<file path="src/rtl/cbs_pkg.sv">
// Shared constants and types for the configuration register bank.
// Assumes an 8-bit register pointer and a 10-bit DAC code.
package cbs_pkg;
    localparam logic [3:0] DEV_ID  = 4'b1011;
    localparam int         DAC_W   = 10;
    localparam int         OS_W    = 5;
    localparam int         DIV_W   = 4;
    localparam int         SEL_W   = 3;
    localparam logic [DAC_W-1:0] DAC_DEF = 10'd500;

    localparam logic [7:0] PT_PRESC = 8'h02;
    localparam logic [7:0] PT_DACH  = 8'h08;
    localparam logic [7:0] PT_DACL  = 8'h09;
    localparam logic [7:0] PT_ADDR  = 8'h0D;
    localparam logic [7:0] PT_OFFS  = 8'h0E;
    localparam logic [7:0] PT_RANGE = 8'h37;
    localparam logic [7:0] PT_NVCMD = 8'h3F;

    typedef struct packed {
        logic [DIV_W:0]   presc;   // {half dither, exponent}
        logic [DAC_W-1:0] dac;
        logic [OS_W-1:0]  offs;
        logic [SEL_W:0]   addr;    // {policy flag, address bits}
    } cfg_t;

    typedef enum logic [2:0] {L_IDLE, L_RX, L_AWAIT, L_ACK, L_TX, L_TACK} link_st_t;
    typedef enum logic [1:0] {PH_ADDR, PH_PTR, PH_DATA} phase_t;
endpackage

</file>
<file path="src/rtl/cbs_line_sync.sv">
// Synchronizes SCL and SDA into the clock domain and flags SCL edges,
// START and STOP. Assumes the bus is slow against clk (several clocks per phase).
module cbs_line_sync #(
    parameter int STAGES = 2
) (
    input  logic clk,
    input  logic rst_n,
    input  logic scl_i,
    input  logic sda_i,
    output logic sda_s,
    output logic scl_rise,
    output logic scl_fall,
    output logic start_det,
    output logic stop_det
);
    logic [STAGES-1:0] scl_q, sda_q;
    logic scl_p, sda_p, scl_s;

    // Shift raw lines through the synchronizer and keep the previous level.
    always_ff @(posedge clk) begin
        if (!rst_n) begin
            scl_q <= '1;
            sda_q <= '1;
            scl_p <= 1'b1;
            sda_p <= 1'b1;
        end else begin
            scl_q <= {scl_q[STAGES-2:0], scl_i};
            sda_q <= {sda_q[STAGES-2:0], sda_i};
            scl_p <= scl_q[STAGES-1];
            sda_p <= sda_q[STAGES-1];
        end
    end

    assign scl_s     = scl_q[STAGES-1];
    assign sda_s     = sda_q[STAGES-1];
    assign scl_rise  = scl_s & ~scl_p;
    assign scl_fall  = ~scl_s & scl_p;
    assign start_det = scl_s & scl_p & sda_p & ~sda_s;
    assign stop_det  = scl_s & scl_p & ~sda_p & sda_s;
endmodule

</file>
<file path="src/rtl/cbs_link.sv">
// Byte-level slave engine: shifts bits in and out, decides acknowledges
// and emits pointer, data, read-advance and STOP strobes. Assumes the
// register side answers rd_data combinationally from its pointer.
module cbs_link
    import cbs_pkg::*;
(
    input  logic             clk,
    input  logic             rst_n,
    input  logic             sda_s,
    input  logic             scl_rise,
    input  logic             scl_fall,
    input  logic             start_det,
    input  logic             stop_det,
    input  logic [SEL_W-1:0] dev_sel,
    input  logic             nv_busy,
    input  logic [7:0]       rd_data,
    output logic             sda_pull,
    output logic [7:0]       byte_val,
    output logic             ptr_we,
    output logic             data_we,
    output logic             rd_adv,
    output logic             stop_evt
);
    link_st_t   st;
    phase_t     phase;
    logic [2:0] cnt;
    logic [7:0] shreg;
    logic       rw, ack_q, accept, byte_done;

    // Decode byte completion and the acknowledge decision.
    always_comb begin
        byte_val  = {shreg[6:0], sda_s};
        byte_done = (st == L_RX) && scl_rise && (cnt == 3'd7);
        accept    = (phase == PH_ADDR) ? ((byte_val[7:1] == {DEV_ID, dev_sel}) && !nv_busy) : 1'b1;
        ptr_we    = byte_done && (phase == PH_PTR);
        data_we   = byte_done && (phase == PH_DATA) && !rw;
        rd_adv    = (st == L_TACK) && scl_rise && !sda_s;
        stop_evt  = stop_det;
    end

    // Bus state machine: receive, acknowledge, transmit, master acknowledge.
    always_ff @(posedge clk) begin
        if (!rst_n) begin
            st       <= L_IDLE;
            phase    <= PH_ADDR;
            cnt      <= '0;
            shreg    <= '0;
            rw       <= 1'b0;
            ack_q    <= 1'b0;
            sda_pull <= 1'b0;
        end else if (start_det) begin
            st       <= L_RX;
            phase    <= PH_ADDR;
            cnt      <= '0;
            sda_pull <= 1'b0;
        end else if (stop_det) begin
            st       <= L_IDLE;
            sda_pull <= 1'b0;
        end else begin
            case (st)
                L_RX: if (scl_rise) begin
                    shreg <= byte_val;
                    cnt   <= cnt + 3'd1;
                    if (cnt == 3'd7) begin
                        st    <= L_AWAIT;
                        ack_q <= accept;
                        if (phase == PH_ADDR) rw <= sda_s;
                    end
                end
                L_AWAIT: if (scl_fall) begin
                    sda_pull <= ack_q;
                    st       <= ack_q ? L_ACK : L_IDLE;
                    if (phase == PH_ADDR) phase <= rw ? PH_DATA : PH_PTR;
                    else                  phase <= PH_DATA;
                end
                L_ACK: if (scl_fall) begin
                    cnt <= '0;
                    if (rw) begin
                        sda_pull <= ~rd_data[7];
                        shreg    <= {rd_data[6:0], 1'b0};
                        st       <= L_TX;
                    end else begin
                        sda_pull <= 1'b0;
                        st       <= L_RX;
                    end
                end
                L_TX: if (scl_fall) begin
                    if (cnt == 3'd7) begin
                        sda_pull <= 1'b0;
                        st       <= L_TACK;
                    end else begin
                        sda_pull <= ~shreg[7];
                        shreg    <= {shreg[6:0], 1'b0};
                        cnt      <= cnt + 3'd1;
                    end
                end
                L_TACK: if (scl_rise) st <= sda_s ? L_IDLE : L_ACK;
                default: st <= L_IDLE;
            endcase
        end
    end
endmodule

</file>
<file path="src/rtl/cbs_regs.sv">
// Live settings, shadow copy, register pointer and commit timer.
// Assumes strobes from the link are single-cycle and never coincide.
module cbs_regs
    import cbs_pkg::*;
#(
    parameter int              NV_CYCLES  = 1000000,
    parameter logic [OS_W-1:0] FACTORY_OS = 5'h12
) (
    input  logic       clk,
    input  logic       rst_n,
    input  logic [7:0] byte_val,
    input  logic       ptr_we,
    input  logic       data_we,
    input  logic       rd_adv,
    input  logic       stop_evt,
    output logic [7:0] rd_data,
    output logic       nv_busy,
    output cfg_t       live,
    output cfg_t       nv
);
    localparam int TW = (NV_CYCLES < 2) ? 1 : $clog2(NV_CYCLES + 1);
    localparam cfg_t CFG_DEF = '{presc: '0, dac: DAC_DEF, offs: FACTORY_OS, addr: '0};

    logic [7:0]    ptr;
    logic [TW-1:0] tmr;
    logic          pend_all, pend_addr, wr_cfg;

    assign wr_cfg  = (ptr == PT_PRESC) || (ptr == PT_DACH) || (ptr == PT_DACL) || (ptr == PT_OFFS);
    assign nv_busy = (tmr != '0);

    // Pointer load and the 08h to 09h step after a DAC high byte.
    always_ff @(posedge clk) begin
        if (!rst_n)                                        ptr <= '0;
        else if (ptr_we)                                   ptr <= byte_val;
        else if ((data_we || rd_adv) && (ptr == PT_DACH))  ptr <= PT_DACL;
    end

    // Live register writes; read-only and unmapped pointers drop the data.
    always_ff @(posedge clk) begin
        if (!rst_n) live <= CFG_DEF;
        else if (data_we) begin
            case (ptr)
                PT_PRESC: live.presc          <= byte_val[DIV_W:0];
                PT_DACH:  live.dac[DAC_W-1:2] <= byte_val;
                PT_DACL:  live.dac[1:0]       <= byte_val[7:6];
                PT_OFFS:  live.offs           <= byte_val[OS_W-1:0];
                PT_ADDR:  live.addr           <= byte_val[SEL_W:0];
                default:  ;
            endcase
        end
    end

    // Commit requests, shadow copy at STOP and the busy countdown.
    always_ff @(posedge clk) begin
        if (!rst_n) begin
            nv        <= CFG_DEF;
            pend_all  <= 1'b0;
            pend_addr <= 1'b0;
            tmr       <= '0;
        end else if (stop_evt) begin
            if (pend_all)       nv      <= live;
            else if (pend_addr) nv.addr <= live.addr;
            if (pend_all || pend_addr) tmr <= TW'(NV_CYCLES);
            else if (tmr != '0)        tmr <= tmr - 1'b1;
            pend_all  <= 1'b0;
            pend_addr <= 1'b0;
        end else begin
            if (tmr != '0) tmr <= tmr - 1'b1;
            if (data_we && wr_cfg && !live.addr[SEL_W]) pend_all  <= 1'b1;
            if (data_we && (ptr == PT_ADDR))            pend_addr <= 1'b1;
            if (ptr_we && (byte_val == PT_NVCMD))       pend_all  <= 1'b1;
        end
    end

    // Read mux with fixed filler bits.
    always_comb begin
        case (ptr)
            PT_PRESC: rd_data = {3'b111, live.presc};
            PT_DACH:  rd_data = live.dac[DAC_W-1:2];
            PT_DACL:  rd_data = {live.dac[1:0], 6'b000000};
            PT_OFFS:  rd_data = {3'b111, live.offs};
            PT_ADDR:  rd_data = {4'b1111, live.addr};
            PT_RANGE: rd_data = {3'b000, FACTORY_OS};
            default:  rd_data = 8'h00;
        endcase
    end
endmodule

</file>
<file path="src/rtl/cfg_bank_slave.sv">
// Top of the two-wire configuration register bank: line synchronizer,
// byte engine and register/shadow store. Assumes SCL phases last several clk.
module cfg_bank_slave
    import cbs_pkg::*;
#(
    parameter int              NV_CYCLES   = 1000000,
    parameter logic [OS_W-1:0] FACTORY_OS  = 5'h12,
    parameter int              SYNC_STAGES = 2
) (
    input  logic             clk,
    input  logic             rst_n,
    input  logic             scl_i,
    input  logic             sda_i,
    output logic             sda_pull_o,
    output logic [DIV_W-1:0] div_sel_o,
    output logic             dither_half_o,
    output logic [DAC_W-1:0] dac_code_o,
    output logic [OS_W-1:0]  offset_o,
    output logic             wr_ctl_o,
    output logic [SEL_W-1:0] dev_sel_o,
    output logic [DIV_W:0]   nv_prescale_o,
    output logic [DAC_W-1:0] nv_dac_o,
    output logic [OS_W-1:0]  nv_offset_o,
    output logic [SEL_W:0]   nv_addr_o
);
    logic       sda_s, scl_rise, scl_fall, start_det, stop_det;
    logic [7:0] byte_val, rd_data;
    logic       ptr_we, data_we, rd_adv, stop_evt, nv_busy;
    cfg_t       live, nv;

    cbs_line_sync #(.STAGES(SYNC_STAGES)) u_sync (
        .clk(clk), .rst_n(rst_n), .scl_i(scl_i), .sda_i(sda_i),
        .sda_s(sda_s), .scl_rise(scl_rise), .scl_fall(scl_fall),
        .start_det(start_det), .stop_det(stop_det)
    );

    cbs_link u_link (
        .clk(clk), .rst_n(rst_n), .sda_s(sda_s), .scl_rise(scl_rise),
        .scl_fall(scl_fall), .start_det(start_det), .stop_det(stop_det),
        .dev_sel(live.addr[SEL_W-1:0]), .nv_busy(nv_busy), .rd_data(rd_data),
        .sda_pull(sda_pull_o), .byte_val(byte_val), .ptr_we(ptr_we),
        .data_we(data_we), .rd_adv(rd_adv), .stop_evt(stop_evt)
    );

    cbs_regs #(.NV_CYCLES(NV_CYCLES), .FACTORY_OS(FACTORY_OS)) u_regs (
        .clk(clk), .rst_n(rst_n), .byte_val(byte_val), .ptr_we(ptr_we),
        .data_we(data_we), .rd_adv(rd_adv), .stop_evt(stop_evt),
        .rd_data(rd_data), .nv_busy(nv_busy), .live(live), .nv(nv)
    );

    assign div_sel_o     = live.presc[DIV_W-1:0];
    assign dither_half_o = live.presc[DIV_W];
    assign dac_code_o    = live.dac;
    assign offset_o      = live.offs;
    assign wr_ctl_o      = live.addr[SEL_W];
    assign dev_sel_o     = live.addr[SEL_W-1:0];
    assign nv_prescale_o = nv.presc;
    assign nv_dac_o      = nv.dac;
    assign nv_offset_o   = nv.offs;
    assign nv_addr_o     = nv.addr;
endmodule

</file>
<file path="config.mk">
export PLATFORM = sky130hd
export DESIGN_NAME = cfg_bank_slave
export DESIGN_NICKNAME = d
export VERILOG_FILES = /design/src/rtl/cbs_pkg.sv /design/src/rtl/cbs_line_sync.sv /design/src/rtl/cbs_link.sv /design/src/rtl/cbs_regs.sv /design/src/rtl/cfg_bank_slave.sv
export SDC_FILE = /design/constraint.sdc
export NUM_CORES = 1
export LEC_CHECK = 0
export ABC_CLOCK_PERIOD_IN_PS = 2330
export BUFFER_PORTS_ARGS = -buffer_cell sky130_fd_sc_hd__buf_4
export CORE_UTILIZATION = 58
export DETAILED_ROUTE_END_ITERATION = 6
export MAX_ROUTING_LAYER = met4
export PLACE_DENSITY = 0.79
export SYNTH_ARGS = -nofsm -noshare
export SYNTH_HDL_FRONTEND = slang
export SYNTH_SLANG_ARGS = --single-unit
</file>
<file path="constraint.sdc">
create_clock -name clk -period 2.33 [get_ports clk]
set_input_delay 0.3495 -clock clk [delete_from_list [all_inputs] [get_ports clk]]
set_output_delay 0.3495 -clock clk [all_outputs]
set_load 0.02 [all_outputs]
</file>
==> metrics, run 1 <==
switching power 1.690 mW; startpoint types flip-flop; initial core utilization 60.75%; synth top area cells dfxtp_1, mux2i_1, nand2_1, nor2_1, a21oi_1; area leader, netlist dfxtp_1; DRC 0; VDD IR max 843.1 uV; largest net degree at the start of global routing 48; H-tree depth 3; Flop pwr share 44.4%; Seq cells post-synth 103; CTS tree done; GR Util All Layers 30.76%; Post-Place Worst Slack 0.2871 ns; Worst Path Arrival 2.40 ns; number of global-route vias before repair 4,086; status completed; CP Max Fanout 5; syn_area_per_cell 8.410 um^2; TritonRoute pass-1 iters 5; Hold Crit Class in2reg; max cap viols 0; n_diodes 0; crit share post-route 89.32%; post-cts gate resize count 0; hpwl dp 8.467 mm; Fillers 646; Final Instance Area 0.005490 mm^2; Synth Flop Type dfxtp_1; Reg2Reg Setup Slack 0.25 ns; Final Wtd Congestion 0.9292; Seq/Total Area, Yosys 43.47%; Routed WL 12.13 mm; CTS Root Cell clkbuf_8; DIE HEIGHT 92.43 um; average wire per standard cell 16.87 um; chip width 92.43 um; endpoints failing setup 0; fin worst setup slack 0.2488 ns; I/O pins 53; critical path required time 2.64 ns; R2R Path End u_regs.tmr[11]; layout cells sized above 1 15.88%; GRT overflow 0; setup TNS 0 ns; area grow syn2layout 15.75%; fin nets 620; Net Sw Frac 35.68%; clock slew at reported path FFs 0.10 ns; R2R cell count 5; Pint 3.045 mW; worst skew pair latency 0.37 ns; Rel. slew slack 56.83%; port bufs 52; Post-Layout Cell Count 719; Async S/R FF share, synth 0%; crit path to u_regs.tmr[11]; RSZ-0062 raised after global routing no; initial antenna violation count 0; worst slew pin tran 0.6416 ns; synthesized area 0.004743 mm^2; die area 0.008543 mm^2; list of most frequent post-synthesis cells dfxtp_1, nand2_1, nor2_1; Clk network pwr share 25.0%; Leak Pwr 2.361 nW; Num Clock Sinks 103; number of buffers created by CTS 9; post-CTS setup buffer count 0; placed instance count 703; cell count after synthesis 564; Initial DRC Count 374; crit path from u_regs.tmr[3]; Netlist cell types 59; Worst Skew 0.01151 ns; worst setup path class reg2reg; # rows 32; CTS Buffer Depth 2; Tmin final 2.081 ns; CP endpoint kind flip-flop; first-pass GRT wire length 20.16 mm; Max Clk Rate 480.5 MHz; vias per cell 6.018; syn nets 572; Logic pwr share 30.6%; placed cell area 0.005281 mm^2; YS warnings 0; share of the synthesized area in the top cell type 43.47%; most common cell in the netlist dfxtp_1; Post-synth EDFFs 0; pins over their slew limit 0; final hold vios 0; pwr/cell area 862.4 mW/mm^2; antenna viol nets, final 0; hold-fix buffers at CTS 0; Vias 4,327; Core Region 0.007807 mm^2; reg2reg start u_regs.tmr[3]
-- logic make-up after synthesis --
logic type / synth area share [%]
simple gates: 25.61
compound gates: 15.41
flops: 43.47
buf+inv: 3.957
mux: 7.175
xor+xnor: 3.324
fa+ha+maj: 1.055
-- how the worst min path moves through the flow --
stage	depth (start not counted)	endpoint	from	slack (ns)
2_1_floorplan	1	u_sync.scl_q[1]	u_sync.scl_q[0]	0.39
4_1_cts	2	u_sync.sda_q[0]	sda_i	0.15
3_5_place_dp	1	u_sync.scl_q[1]	u_sync.scl_q[0]	0.39
3_3_place_gp	1	u_sync.scl_q[1]	u_sync.scl_q[0]	0.39
5_1_grt	2	u_sync.sda_q[0]	sda_i	0.14
6_report	2	u_sync.sda_q[0]	sda_i	0.15
-- critical path: stages (launching register included) --
cell	delay, ns
dfxtp_1	0.36
or4_4	0.58
nor4b_4	0.38
a21boi_0	0.24
a311oi_1	0.34
a41o_1	0.13
-- per-layer routing --
layer  share of wire (%)  up-vias  track usage (%)
met3                 6.5       30            5.172
met1                  45     2045            41.50
li1                    -     2089                -
met4                 2.1        0            12.50
met2                  46      163            45.74
met5                   0        -                -
-- power by group through the flow --
stage / combinational, mW / sequential (mW) / clock [mW]
final: 1.45 / 2.10 / 1.18
after detailed placement: 1.43 / 2.13 / 0
after global routing: 1.60 / 2.13 / 1.28
after global placement: 1.36 / 2.12 / 0
after floorplan: 1.14 / 2.09 / 0
after CTS: 1.44 / 2.10 / 1.20
-- layout by cell type, fill, tap and decap left out, types with 5 or more instances in the layout --
cell type / n
nor4_1: 6
dfxtp_1: 103
nand4_1: 7
nand4b_1: 5
xor2_1: 13
nor3_1: 8
mux2i_1: 34
nand2b_1: 13
inv_1: 12
nor2_1: 64
clkbuf_8: 9
nor2b_1: 5
o211ai_1: 5
a22oi_1: 10
and2_1: 8
a21oi_1: 36
a31oi_1: 12
nand2_1: 80
o22ai_1: 6
xnor2_1: 5
o21ai_0: 19
buf_4: 71
nand3_1: 18
-- sequential cells by signal, indices dropped and copies added, names as in the netlist --
name,flops
u_regs.nv,24
u_link.shreg,8
u_sync.scl_q,2
u_link.cnt,3
u_link.ack_q,1
u_link.sda_pull,1
u_link.rw,1
u_regs.live,24
u_regs.pend_all,1
u_regs.ptr,8
u_sync.sda_p,1
u_sync.sda_q,2
u_regs.pend_addr,1
u_sync.scl_p,1
u_link.phase,2
u_link.st,3
u_regs.tmr,20
-- cell type report --
type                       instances  area (um^2)  share of cell area [%]
tap                              102        127.6                   2.325
sequential                       103         2062                   37.56
timing repair buffer              72        553.0                   10.07
multi-input combinational        414         2494                   45.42
inverter                          12        45.04                  0.8204
clock buffer                       9        123.9                   2.256
clock inverter                     7        85.08                   1.550
-- stage by stage --
step | power [mW] | hold WS, ns | util (%)
after global placement | 3.481 | 0.3903 | 67.64
after floorplan | 3.230 | 0.3863 | -
after global routing | 5.002 | 0.1406 | 70.32
after CTS | 4.728 | 0.1498 | 70.32
after detailed placement | 3.559 | 0.3940 | 67.64
final | 4.735 | 0.1542 | 70.32
No activity file was read; power rests on OpenSTA's default activity.
==> inputs of run 2 (changes only) <==
CORE_ASPECT_RATIO = 0.8   (was default)
==> run 2 against run 1 <==
Net effect: core utilization down 0.49 points; worst hold slack better by 0.0028 ns; largest cell class unchanged; sequential share of layout area down 0.23 points; count of clock-buffer cells in the layout up 2; sequential power about the same; die area about the same.
==> metrics, run 2 (synthesis gave the netlist of run 1 again) <==
status completed (unchanged); R2R cell count 5 (unchanged); Reg2Reg Setup Slack 0.18 ns (was 0.25 ns); worst hold stages 2 (unchanged); CP endpoint kind flip-flop (unchanged); crit share post-route 92.40% (was 89.32%); reg2reg start u_regs.tmr[8] (was u_regs.tmr[3]); CTS Buffer Depth 2 (unchanged); VDD IR max 862.2 uV (was 843.1 uV); Worst Hold Path EP u_sync.sda_q[0] (unchanged); pwr/cell area 873.4 mW/mm^2 (was 862.4 mW/mm^2); DRC 0 (unchanged); GR Util All Layers 31.45% (was 30.76%); Leak Pwr 2.376 nW (was 2.361 nW); I/O pins 53 (unchanged); Flop pwr share 43.7% (was 44.4%); Initial DRC Count 341 (was 374); setup TNS 0 ns (unchanged); most frequent cells in the layout dfxtp_1, nand2_1, buf_4 (unchanged); Post-Place Worst Slack 0.1877 ns (was 0.2871 ns); CP Max Fanout 5 (unchanged); vias per cell 5.978 (was 6.018); average wire per standard cell 17.04 um (was 16.87 um); DIE HEIGHT 82.89 um (was 92.43 um); Logic pwr share 31.5% (was 30.6%); H-tree depth 3 (unchanged); Final Wtd Congestion 0.9509 (was 0.9292); Worst Skew 0.01007 ns (was 0.01151 ns); Max Clk Rate 464.5 MHz (was 480.5 MHz); Routed WL 12.39 mm (was 12.13 mm); number of buffers created by CTS 9 (unchanged); initial core utilization 59.97% (was 60.75%); clock slew at reported path FFs 0.10 ns (about the same); fin worst setup slack 0.1771 ns (was 0.2488 ns); Vias 4,346 (was 4,327); Hold Crit Class in2reg (unchanged); Num Clock Sinks 103 (unchanged); Clk network pwr share 24.8% (was 25.0%); first-pass GRT wire length 20.31 mm (was 20.16 mm); CTS Root Cell clkbuf_8 (unchanged); R2R Path End u_regs.tmr[18] (was u_regs.tmr[11]); final hold vios 0 (unchanged); min-delay src sda_i (unchanged); crit path from u_regs.tmr[8] (was u_regs.tmr[3]); CTS tree done (unchanged); hpwl dp 8.681 mm (was 8.467 mm); number of global-route vias before repair 4,131 (was 4,086); max cap viols 0 (unchanged); RSZ-0062 raised after global routing no (unchanged); Net Sw Frac 35.51% (was 35.68%); switching power 1.713 mW (was 1.690 mW); initial antenna violation count 0 (unchanged); port bufs 52 (unchanged); Core Region 0.007910 mm^2 (was 0.007807 mm^2); Tmin final 2.153 ns (was 2.081 ns); worst skew pair latency 0.37 ns (about the same); pins over their slew limit 0 (unchanged); antenna viol nets, final 0 (unchanged); n_diodes 0 (unchanged); largest net degree at the start of global routing 42 (was 48); # rows 29 (was 32); biggest regs u_regs.live: 24 flops, u_regs.nv: 24 flops, u_regs.tmr: 20 flops (unchanged); critical path required time 2.63 ns (was 2.64 ns); worst setup path class reg2reg (unchanged); worst slew pin tran 0.5854 ns (was 0.6416 ns); GRT overflow 0 (unchanged); post-CTS setup buffer count 0 (unchanged); Pint 3.111 mW (was 3.045 mW); most common cell after layout, fill and taps aside dfxtp_1 (unchanged); chip width 103.1 um (was 92.43 um); die area 0.008546 mm^2 (was 0.008543 mm^2); fin nets 622 (was 620); TritonRoute pass-1 iters 5 (unchanged); layout cells sized above 1 16.32% (was 15.88%); area grow syn2layout 16.46% (was 15.75%); Rel. slew slack 60.61% (was 56.83%); Worst Path Arrival 2.46 ns (was 2.40 ns); startpoint types flip-flop (unchanged); endpoints failing setup 0 (unchanged)
[run 2: power groups by stage]
stage,Clock (mW),Sequential (mW),Combinational [mW]
6_report,1.20,2.11,1.52
5_1_grt,1.29,2.13,1.67
4_1_cts,1.21,2.10,1.48
3_5_place_dp,0,2.14,1.44
3_3_place_gp,0,2.12,1.39
2_1_floorplan,0,2.09,1.14
[run 2: worst max path at each step]
| stage | endpoint | slack [ns] | depth (start not counted) |
|---|---|---|---|
| floorplan | u_regs.live[5] | 0.34 | 7 |
| global placement | u_regs.tmr[19] | 0.27 | 6 |
| detailed placement | u_regs.tmr[11] | 0.19 | 7 |
| CTS | u_regs.tmr[11] | 0.15 | 7 |
| global route | u_link.shreg[2] | 0.05 | 7 |
| finish | u_regs.tmr[18] | 0.18 | 5 |
[run 2: cell type report]
| cell class | instances | area [um^2] |
|---|---|---|
| inverter | 12 | 45.04 |
| clock inverter | 5 | 62.56 |
| tap | 108 | 135.1 |
| sequential | 103 | 2062 |
| clock buffer | 11 | 151.4 |
| fill | 645 | 2386 |
| multi-input combinational | 414 | 2500 |
| timing repair buffer | 74 | 568.0 |
[run 2: metrics by stage]
step	hold slack [ns]	cell area, um^2	utilization (%)	instances	total power [mW]
final	0.1570	5524	69.84	727	4.824
after global placement	0.3961	5304	67.05	711	3.509
after detailed placement	0.3996	5304	67.05	711	3.579
after global routing	0.1604	5524	69.84	727	5.092
after floorplan	0.3863	4743	-	564	3.230
after CTS	0.1458	5518	69.76	727	4.796
[run 2: worst max-delay path, stage by stage, from the launching register on]
cell and delay, ns:
dfxtp_1 0.37, nor3_1 0.43, nand4b_1 0.33, or4_1 0.52
a211o_1 0.27, a31oi_1 0.17
[run 2: per-layer routing]
metal	global-route usage (%)	share of wire, %	up-vias
met2	45.70	44	193
li1	-	-	2080
met3	7.828	8.6	29
met4	10.12	2.1	0
met1	42.86	45	2044
met5	-	0	-
[run 2: repair_timing]
item / in CTS / in global routing
resized for setup: 0 / 1
hold buffers: 0 / 0
setup endpoints to repair: 0 / 1
